File: src/rtl/burst_seq_pkg.sv
package burst_seq_pkg;
  // events decoded from the strobes for one clock cycle
  typedef struct packed {
    logic load;   // a new burst starts
    logic step;   // move to next beat (only when no load)
    logic host;   // host strobe accepted
    logic ctrl;   // controller strobe accepted
  } burst_evt_t;

  typedef enum logic {
    ORDER_LINEAR     = 1'b0,
    ORDER_INTERLEAVE = 1'b1
  } burst_order_e;
endpackage

File: src/rtl/burst_strobe_decode.sv
module burst_strobe_decode
  import burst_seq_pkg::*;
(
  input  logic       ld_host_n,
  input  logic       ld_ctrl_n,
  input  logic       step_n,
  input  logic       sel_n,
  output burst_evt_t evt
);
  logic host_ok;
  logic ctrl_ok;

  // host strobe is masked while the select qualifier is inactive
  assign host_ok = ~ld_host_n & ~sel_n;
  assign ctrl_ok = ~ld_ctrl_n;

  always_comb begin
    evt.host = host_ok;
    evt.ctrl = ctrl_ok;
    evt.load = host_ok | ctrl_ok;
    // load wins over advance
    evt.step = ~(host_ok | ctrl_ok) & ~step_n;
  end
endmodule

File: src/rtl/burst_beat_counter.sv
module burst_beat_counter
  import burst_seq_pkg::*;
#(
  parameter int AW = 2
) (
  input  logic          clk,
  input  logic          rst,
  input  burst_evt_t    evt,
  input  logic [AW-1:0] start_lo,
  output logic [AW-1:0] base_q,
  output logic [AW-1:0] beat_q
);
  localparam logic [AW-1:0] ONE = AW'(1);

  always_ff @(posedge clk) begin
    if (rst) begin
      base_q <= '0;
      beat_q <= '0;
    end else if (evt.load) begin
      base_q <= start_lo;
      beat_q <= '0;
    end else if (evt.step) begin
      // free-running: wraps after the last beat
      beat_q <= beat_q + ONE;
    end
  end
endmodule

File: src/rtl/burst_order_map.sv
module burst_order_map
  import burst_seq_pkg::*;
#(
  parameter int AW          = 2,
  parameter bit INTERLEAVE_EN = 1'b1
) (
  input  logic          order_ilv,
  input  logic [AW-1:0] base,
  input  logic [AW-1:0] beat,
  output logic [AW-1:0] addr
);
  function automatic logic [AW-1:0] map_interleave(input logic [AW-1:0] b,
                                                   input logic [AW-1:0] k);
    return b ^ k;
  endfunction

  function automatic logic [AW-1:0] map_linear(input logic [AW-1:0] b,
                                               input logic [AW-1:0] k);
    return b + k;  // modulo 2**AW by width
  endfunction

  generate
    if (INTERLEAVE_EN) begin : g_both
      burst_order_e ord;
      assign ord  = burst_order_e'(order_ilv);
      assign addr = (ord == ORDER_INTERLEAVE) ? map_interleave(base, beat)
                                              : map_linear(base, beat);
    end else begin : g_lin
      logic unused_ord;
      assign unused_ord = order_ilv;
      assign addr = map_linear(base, beat);
    end
  endgenerate
endmodule

File: src/rtl/burst_seq_gen.sv
module burst_seq_gen
  import burst_seq_pkg::*;
#(
  parameter int AW = 2
) (
  input  logic          clk,
  input  logic          rst,
  input  logic          ld_host_n,
  input  logic          ld_ctrl_n,
  input  logic          step_n,
  input  logic          sel_n,
  input  logic          order_ilv,
  input  logic [AW-1:0] start_lo,
  output logic [AW-1:0] burst_lo,
  output logic [AW-1:0] beat_idx
);
  burst_evt_t    evt;
  logic [AW-1:0] base_q;
  logic [AW-1:0] beat_q;
  logic          load_ev;
  logic          step_ev;

  assign load_ev = evt.load;
  assign step_ev = evt.step;

  burst_strobe_decode u_dec (
    .ld_host_n (ld_host_n),
    .ld_ctrl_n (ld_ctrl_n),
    .step_n    (step_n),
    .sel_n     (sel_n),
    .evt       (evt)
  );

  burst_beat_counter #(.AW(AW)) u_cnt (
    .clk      (clk),
    .rst      (rst),
    .evt      (evt),
    .start_lo (start_lo),
    .base_q   (base_q),
    .beat_q   (beat_q)
  );

  burst_order_map #(.AW(AW), .INTERLEAVE_EN(1'b1)) u_map (
    .order_ilv (order_ilv),
    .base      (base_q),
    .beat      (beat_q),
    .addr      (burst_lo)
  );

  assign beat_idx = beat_q;
endmodule

File: config.mk
export PLATFORM = sky130hd
export DESIGN_NAME = burst_seq_gen
export DESIGN_NICKNAME = d
export VERILOG_FILES = /design/src/rtl/burst_seq_pkg.sv /design/src/rtl/burst_strobe_decode.sv /design/src/rtl/burst_beat_counter.sv /design/src/rtl/burst_order_map.sv /design/src/rtl/burst_seq_gen.sv
export SDC_FILE = /design/constraint.sdc
export NUM_CORES = 1
export LEC_CHECK = 0
export BUFFER_PORTS_ARGS = -buffer_cell sky130_fd_sc_hd__buf_4
export CORE_AREA = 5 5 42 44
export DETAILED_ROUTE_END_ITERATION = 8
export DIE_AREA = 0 0 47 49
export PLACE_DENSITY = 0.47
export SYNTH_ARGS = -nofsm -noshare
export SYNTH_HDL_FRONTEND = slang
export SYNTH_HIERARCHICAL = 1
export SYNTH_SLANG_ARGS = --single-unit
File: constraint.sdc
create_clock -name clk -period 1.1 [get_ports clk]
set_clock_uncertainty 0.2 [all_clocks]
set_input_delay 0.11 -clock clk [delete_from_list [all_inputs] [get_ports clk]]
set_output_delay 0.11 -clock clk [all_outputs]
set_load 0.03 [all_outputs]
Word level (Yosys, flattened, before mapping)

Index checks and enable logic that the tools add are counted.

Output and inout bits: 4
Bits of input ports: 9
Flip-flop bits (word level): 4

Bitwise operators: 9
Reduce and logical (&&, ||, !) cells: 1
$add $sub $neg: 2
Muxes and demuxes: 1

Operators with widths:

| operator            | number |
|---|---|
| $not 1->1           | 5 |
| $add 2x1->2 const B | 1 |
| $add 2x2->2         | 1 |
| $and 1x1->1         | 2 |
| $mux 2              | 1 |
| $reduce_or 2->1     | 1 |
| $xor 2x2->2         | 1 |
| $or 1x1->1          | 1 |

Longest topological paths before layout

Gate-level depths: netlist of the first run.

Depth in word-level cells: 5
Depth in mapped cells: 4

By module

The synthesis of the first run kept the hierarchy.

Modules (own cells, without submodules):

| module              | cells an instance | times used | seq. area each (sq um) | area each (sq um) |
|---|---|---|---|---|
| burst_beat_counter  | 13                | 1          | 80.1                   | 151.4 |
| burst_order_map     | 4                 | 1          | 0.0                    | 36.3 |
| burst_strobe_decode | 6                 | 1          | 0.0                    | 35.0 |

Worst setup path after synthesis of the first run

No wires, ideal clock.

Kind: register to output
From: register u_cnt.beat_q[0]
To: output burst_lo[1]
Slack: -514 ps
Data arrival time: 1,304 ps
Required time: 790 ps
Cell stages (with the launch flop): 4
Cell sequence: dfxtp_1 ha_1 nor2b_1 xnor2_1

Longest elaborated chain between the ends: 2

RTL lines:

| item                   | line                     | source |
|---|---|---|
| start, declared        | burst_beat_counter.sv:11 | `output logic [AW-1:0] beat_q` |
| start signal, assigned | burst_beat_counter.sv:24 | `beat_q <= beat_q + ONE;` |
| $add 2x2->2            | burst_order_map.sv:19    | `return b + k;` |
| $mux 2                 | burst_order_map.sv:26    | `assign addr = (ord == ORDER_INTERLEAVE) ? map_interleave(base, beat)` |
| end, declared          | burst_seq_gen.sv:14      | `output logic [AW-1:0] burst_lo,` |

No other way between the ends.

Worst setup path in the final report of the first run

Same ends and word-level chain as after synthesis.

==> impl_metrics.tcl, run 1 <==
set metrics [dict create \
    max_freq_mhz 690.7 \
    path_clk_slew_ns 0.04 \
    setup_viol 5 \
    start_util_pct 14.29 \
    placed_area_um2 386.6 \
    track_usage_pct 6.549 \
    crit_required_ns 0.79 \
    viasPerCell 3.789 \
    n_antenna_cell 0 \
    pin_count 13 \
    violations "setup timing" \
    cellPowerDensity_nw_per_um2 919.9 \
    htree_levels 1 \
    syn_inst 19 \
    hold_end "u_cnt/beat_q[1]" \
    r2r-start "u_cnt/beat_q[0]" \
    drtIter0Drc 1 \
    finalHoldViolations 0 \
    min_from "step_n" \
    worstMarginPinSlew_ns 0.3105 \
    numCtsBuffers 3 \
    multi_input_area_um2 190.2 \
    die_h_um 49 \
    grt_pass1_vias 244 \
    synth_nets 29 \
    cp_max_fo 2 \
    wirelength_um 605 \
    clockBufferDepth 2 \
    mostFrequentLayoutCells "buf_4 (10), buf_6 (6), clkbuf_4 (3), dlygate4sd3_1 (3), nor2_1 (3)" \
    layout_commonest_cell "buf_4" \
    reg2reg_depth 4 \
    clk_latency_ns 0.24 \
    reg2reg_slack_ns -0.12 \
    avgRoutedWirePerCell_um 10.61 \
    die-area_um2 2303 \
    gp_congestion 0.6697 \
    p_leak_nw 0.2036 \
    stdcell_area_um2 494.2 \
    period_minus_slack_ns 1.448 \
    areaGrowthSynthToFinish_pct 146.9 \
    grt-ovfl-total 0 \
    hold_path_depth 4 \
    final-seq-area_um2 88.84 \
    critPathKind "flop to output pin" \
    slew_violations 0 \
    grt_pass1_wl_um 993 \
    avgSynthCellArea_um2 10.54 \
    syn_area_um2 200.2 \
    drc 0 \
    r2r_end "u_cnt/beat_q[1]" \
    nNetsFinal 53 \
    rsz0062_at_grt "yes" \
    setup_ws_ns -0.3478 \
    fillers 153 \
    worstSetupEndpointType "output pin" \
    synth_warnings 6 \
    drive_gt1_share_pct 73.17 \
    cts_tree "done" \
    ant_nets 0 \
    hp-class "input pin to flop" \
    critPathArrivalTime_ns 1.14 \
    worstSetupStartpointType "flop" \
    max-vdd-ir-drop_v 0.0004212 \
    whs_ns 0.03135 \
    finalCritPeriodShare_pct 131.6 \
    fp.coreArea_um2 1401 \
    dr.pass1.iters 2 \
    dieWidth_um 47 \
    cts.sinks 4 \
    slew_headroom_pct 79.22 \
    cts_root_buf "clkbuf_4" \
    drv_cap 0 \
    grt_max_degree 5 \
    num_rows 14 \
    vias 216 \
    hpwl_um 473.8 \
    finalSetupTns_ns -0.8265 \
    antenna_found_initial 0 \
    status "finished with violations" \
    port-buffer-count 12 \
]
==> through the flow <==
stage	utilization (%)	total power, W	setup slack (ns)	instances
after floorplan	-	0.0002072	-0.1373	19
after global placement	27.59	0.0002479	-0.1739	50
after detailed placement	27.59	0.0002496	-0.1873	50
after CTS	33.57	0.0004642	-0.3690	57
after global routing	35.27	0.0004884	-0.3873	57
final	35.27	0.0004546	-0.3478	57
==> area by class of cell <==
| cell class | instances | share of cell area, % |
|---|---|---|
| multi-input cells | 15 | 38.48 |
| repair buffers | 19 | 34.94 |
| flip-flops and latches | 4 | 17.97 |
| clock buffers | 3 | 4.557 |
| well taps | 16 | 4.051 |
==> state kept, by name, indices dropped and copies added, names as in the netlist <==
register      flops
u_cnt/base_q      2
u_cnt/beat_q      2
==> how the worst max path moves through the flow <==
stage               slack [ns]             from          end
floorplan                -0.14  u_cnt/beat_q[0]  burst_lo[1]
global placement         -0.17  u_cnt/base_q[0]  burst_lo[1]
detailed placement       -0.19  u_cnt/base_q[0]  burst_lo[1]
CTS                      -0.37  u_cnt/beat_q[0]  burst_lo[1]
global route             -0.39  u_cnt/beat_q[0]  burst_lo[1]
finish                   -0.35  u_cnt/beat_q[0]  burst_lo[1]
==> per-layer routing <==
metal	wire length, um	global-route usage (%)	vias up
met5	0	0	-
met4	0	6.912	0
met3	70	2.583	0
met2	293	7.919	12
met1	241	7.912	93
li1	-	-	111
==> worst max-delay path, cell delays in order, from the launching register on <==
cell     delay [ns]
dfxtp_4        0.35
ha_4           0.12
nor2b_4        0.17
xnor2_4        0.12
buf_6          0.14
==> power by group <==
group	switching, W	internal [W]
Combinational	0.0000472	0.0000687
Sequential	0.00000744	0.000148
Clock	0.0000609	0.000122
Total	0.000116	0.000339
==> repair_timing <==
item,in CTS,in global routing
hold endpoints to repair,4,0
setup buffers,1,1
hold buffers,3,0
setup endpoints to repair,5,6
cloned,0,0
gates resized for setup,7,4
pin swaps,2,0
Power figures use the tool's default switching activity.
==> run 2: changes to the inputs <==
==> constraint.sdc (replaced) <==
create_clock -name clk -period 1.4 [get_ports clk]
set_clock_uncertainty 0.2 [all_clocks]
set_input_delay 0.14 -clock clk [delete_from_list [all_inputs] [get_ports clk]]
set_output_delay 0.14 -clock clk [all_outputs]
set_load 0.03 [all_outputs]
==> run 2 against run 1 <==
- the run still ends with setup timing left
- clock power decreased by 11%
- critical path type unchanged
- cell area decreased by 15%
- power decreased by 21%
- non-clock buffer count decreased by 2
- sequential share of layout area increased by 2.4 points
- highest routed layer unchanged
- first-iteration DRC count decreased by 100%
==> impl_metrics.tcl, run 2 (synthesis gave the netlist of run 1 again) <==
set metrics [dict create \
    clockBufferDepth 2 \
    setup_ws_ns -0.06448 \
    violations "setup timing" \
    antenna_found_initial 0 \
    pwr-share-comb_pct 20.8 \
    place_ws_ns 0.04932 \
    drc 0 \
    nNetsFinal 51 \
    slew_violations 0 \
    port-buffer-count 12 \
    grt_pass1_wl_um 862 \
    reg_top3 "u_cnt/base_q x2, u_cnt/beat_q x2" \
    cpMaxStageDelayCell "dfxtp_4" \
    fp.coreArea_um2 1401 \
    clk_latency_ns 0.24 \
    viasPerCell 3.679 \
    p_leak_nw 0.1809 \
    max_freq_mhz 682.8 \
    status "finished with violations" \
    die_h_um 49 \
    path_clk_slew_ns 0.05 \
    hp-class "input pin to flop" \
    final-seq-area_um2 85.08 \
    vias 206 \
    slowest_delay_ns 0.34 \
    pin_count 13 \
    crit_path_start "u_cnt/beat_q[0]" \
    n_antenna_cell 0 \
    finalHoldViolations 0 \
    wirelength_um 500 \
    p_int_w 0.0002685 \
    pwr-share-clk_pct 45.2 \
    cellPowerDensity_nw_per_um2 859.9 \
    rsz0062_at_grt "yes" \
    stdcell_area_um2 417.9 \
    multi_input_area_um2 147.6 \
    power_switching_w 0.00009089 \
    drive_gt1_share_pct 60.00 \
    dieWidth_um 47 \
    areaGrowthSynthToFinish_pct 108.8 \
    finalSetupTns_ns -0.06448 \
    cts_tree "done" \
    track_usage_pct 5.575 \
    pwr-share-seq_pct 34.0 \
    num_rows 14 \
    slew_headroom_pct 83.46 \
    die-area_um2 2303 \
    r2r-start "u_cnt/beat_q[0]" \
    period_minus_slack_ns 1.464 \
    numCtsBuffers 3 \
    worstMarginPinSlew_ns 0.2463 \
    gp_congestion 0.7065 \
    placed_area_um2 329.1 \
    critPathArrivalTime_ns 1.12 \
    path_cells "ha_4, nor2b_4, xnor2_2, buf_6" \
    min_from "step_n" \
    ant_nets 0 \
    mostFrequentLayoutCells "buf_4 (13), clkbuf_4 (3), dlygate4sd3_1 (3), nor2_1 (3)" \
    setup_viol 1 \
    drv_cap 0 \
    grt-ovfl-total 0 \
    avgRoutedWirePerCell_um 8.929 \
    layout_commonest_cell "buf_4" \
    cp_max_fo 2 \
    drtIter0Drc 0 \
    cts_root_buf "clkbuf_4" \
    max-vdd-ir-drop_v 0.0003348 \
    crit_required_ns 1.06 \
    finalCritPeriodShare_pct 104.6 \
    grt_pass1_vias 225 \
    htree_levels 1 \
    dr.pass1.iters 1 \
    cts.sinks 4 \
    switching_share_pct 25.29 \
    worstSetupEndpointType "output pin" \
    fillers 159 \
    worstSetupStartpointType "flop" \
    start_util_pct 14.29 \
    grt_max_degree 5 \
    critPathKind "flop to output pin" \
]
## run 2: layout make-up
cell class	count	share of cell area, %
clock buffers	4	6.287
multi-input cells	15	35.33
flip-flops and latches	4	20.36
well taps	16	4.790
repair buffers	17	33.23
## run 2: worst paths after layout
path / cells after the start / slack (ns) / end
setup / recovery: 4 / -0.06 / burst_lo[1]
hold / removal: 4 / 0.06 / u_cnt/beat_q[1]
setup reg to reg: 3 / 0.28 / u_cnt/beat_q[1]
hold reg to reg: 2 / 0.32 / u_cnt/base_q[0]
## run 2: power groups by stage
stage,registers [W],logic [W],clock network (W)
floorplan,0.000124,0.0000309,0
global placement,0.000123,0.0000631,0
detailed placement,0.000124,0.0000638,0
CTS,0.000122,0.0000760,0.000172
global route,0.000123,0.0000800,0.000180
finish,0.000122,0.0000747,0.000162
## run 2: critical path: cells and delay by family, from the launching register on
kind,cells,cell delay (ns)
buf+inv,1,0.15
simple gates,1,0.12
flops,1,0.34
fa+ha+maj,1,0.15
xor+xnor,1,0.13
## run 2: timing repair
| action | 4_1_cts | 5_1_grt |
|---|---|---|
| pin swaps | 2 | 0 |
| endpoints found under the setup margin | 1 | 1 |
| gates resized for setup | 6 | 0 |
| hold buffers | 3 | 0 |
| hold endpoints to repair | 4 | 0 |
| setup buffers | 1 | 0 |
## run 2: stage by stage
step	instances	util, %	power, W	hold WS [ns]
6_report	56	29.82	0.0003594	0.05539
5_1_grt	56	29.82	0.0003826	0.07240
4_1_cts	56	29.82	0.0003702	0.04680
3_5_place_dp	48	23.48	0.0001874	0.1368
3_3_place_gp	48	23.48	0.0001864	0.1302
2_1_floorplan	19	-	0.0001550	0.004646
## run 2: layer usage
layer / part of all wire [%] / global-route usage, % / vias up
met5: 0 / 0 / -
met4: 0 / 5.530 / 0
met3: 9.4 / 3.690 / 0
met2: 47 / 7.014 / 8
met1: 43 / 5.752 / 90
li1: - / - / 108
==> run 3: changes to the inputs <==
==> constraint.sdc (replaced) <==
create_clock -name clk -period 1.5 [get_ports clk]
set_clock_uncertainty 0.2 [all_clocks]
set_input_delay 0.15 -clock clk [delete_from_list [all_inputs] [get_ports clk]]
set_output_delay 0.15 -clock clk [all_outputs]
set_load 0.03 [all_outputs]
==> run 3 against run 2 <==
- the flow now finishes without violations
- clock power fell by 22%
- register-to-register slack improved by 0.07 ns
- via count fell by 1.9%
- power fell by 12%
==> impl_metrics.tcl, run 3 (synthesis gave the netlist of run 1 again) <==
set metrics [dict create \
    dieWidth_um 47 \
    cellPowerDensity_nw_per_um2 745.9 \
    fp.coreArea_um2 1401 \
    slowest_delay_ns 0.34 \
    pwr-share-seq_pct 36.7 \
    grt_max_degree 5 \
    critPathArrivalTime_ns 1.11 \
    max_freq_mhz 684.6 \
    htree_levels 1 \
    grt_pass1_wl_um 814 \
    crit_required_ns 1.15 \
    ant_nets 0 \
    switching_share_pct 23.28 \
    worstMarginPinSlew_ns 0.2093 \
    setup_viol 0 \
    avgRoutedWirePerCell_um 9.818 \
    grt-ovfl-total 0 \
    dr.pass1.iters 4 \
    power_switching_w 0.00007322 \
    num_rows 14 \
    pwr-share-comb_pct 23.0 \
    drive_gt1_share_pct 64.10 \
    antenna_found_initial 0 \
    clockBufferDepth 2 \
    status "finished clean" \
    n_antenna_cell 0 \
    wirelength_um 540 \
    areaGrowthSynthToFinish_pct 110.6 \
    period_minus_slack_ns 1.461 \
    critPathKind "flop to output pin" \
    hp-class "input pin to flop" \
    viasPerCell 3.673 \
    worstSetupEndpointType "output pin" \
    reg_top3 "u_cnt/base_q x2, u_cnt/beat_q x2" \
    numCtsBuffers 3 \
    start_util_pct 14.29 \
    cts_tree "done" \
    track_usage_pct 5.219 \
    p_int_w 0.0002413 \
    worstSetupStartpointType "flop" \
    fin_util_pct 30.09 \
    pwr-share-clk_pct 40.4 \
    die-area_um2 2303 \
    slew_violations 0 \
    gp_congestion 0.6217 \
    mostFrequentLayoutCells "buf_4 (13), clkbuf_4 (3), dlygate4sd3_1 (3), nor2_1 (3)" \
    power.total_w 0.0003145 \
    max-vdd-ir-drop_v 0.0002473 \
    path_cells "ha_4, nor2b_4, xnor2_2, buf_6" \
    drc 0 \
    layout_commonest_cell "buf_4" \
    final-seq-area_um2 85.08 \
    pin_count 13 \
    path_clk_slew_ns 0.03 \
    cp_max_fo 2 \
    slew_headroom_pct 85.99 \
    finalHoldViolations 0 \
    finalSetupTns_ns 0 \
    cts.sinks 4 \
    drv_cap 0 \
    multi_input_area_um2 155.1 \
    rsz0062_at_grt "no" \
    clk_latency_ns 0.23 \
    finalCritPeriodShare_pct 97.38 \
    drtIter0Drc 6 \
    nNetsFinal 51 \
    die_h_um 49 \
    cts_root_buf "clkbuf_4" \
    cpMaxStageDelayCell "dfxtp_4" \
    fillers 159 \
    vias 202 \
    port-buffer-count 12 \
    p_leak_nw 0.1821 \
    grt_pass1_vias 216 \
]
[run 3: cell type report]
class | count | area share, %
Clock buffer | 3 | 5.341
Timing Repair Buffer | 17 | 32.94
Multi-Input combinational cell | 15 | 36.80
Sequential cell | 4 | 20.18
Tap cell | 16 | 4.748
[run 3: routing by layer]
layer / vias to the layer above / share of wire (%) / global-route usage [%]
li1: 106 / - / -
met1: 89 / 38 / 5.298
met2: 7 / 53 / 7.919
met3: 0 / 8.3 / 1.107
met4: 0 / 0 / 5.530
met5: - / 0 / 0
[run 3: path summary, 6_finish.rpt]
kind / start / to / slack (ns) / cells after the start
setup / recovery: u_cnt/beat_q[0] / burst_lo[1] / 0.04 / 4
hold reg to reg: u_cnt/base_q[0] / u_cnt/base_q[0] / 0.33 / 2
setup reg to reg: u_cnt/beat_q[0] / u_cnt/beat_q[1] / 0.35 / 3
hold / removal: step_n / u_cnt/beat_q[1] / 0.07 / 4
[run 3: timing repair]
action / 4_1_cts / 5_1_grt
endpoints found under the hold margin: 4 / 0
pin swaps: 1 / 1
gates resized for setup: 7 / 1
buffers inserted: 1 / 0
hold buffers: 3 / 0
endpoints found under the setup margin: 1 / 1
[run 3: power by group through the flow]
stage	Clock [W]	Combinational, W	Sequential (W)
2_1_floorplan	0	0.0000290	0.000117
3_3_place_gp	0	0.0000588	0.000117
3_5_place_dp	0	0.0000597	0.000117
4_1_cts	0.000135	0.0000711	0.000115
5_1_grt	0.000134	0.0000772	0.000116
6_report	0.000127	0.0000722	0.000115
[run 3: worst max-delay path, delay by kind of cell (launching register included)]
family        cells  cell delay (ns)
xor+xnor          1             0.12
flops             1             0.34
simple gates      1             0.12
buf+inv           1             0.15
fa+ha+maj         1             0.14
[run 3: per-stage QoR]
stage	hold WS (ns)	setup slack, ns	std cells	instance area [um^2]
6_report	0.07078	0.03933	55	421.7
5_1_grt	0.08919	0.0004403	55	421.7
4_1_cts	0.07005	0.003683	55	414.1
3_5_place_dp	0.1506	0.1261	48	326.6
3_3_place_gp	0.1364	0.1757	48	326.6
2_1_floorplan	0.01465	0.08420	19	209.0
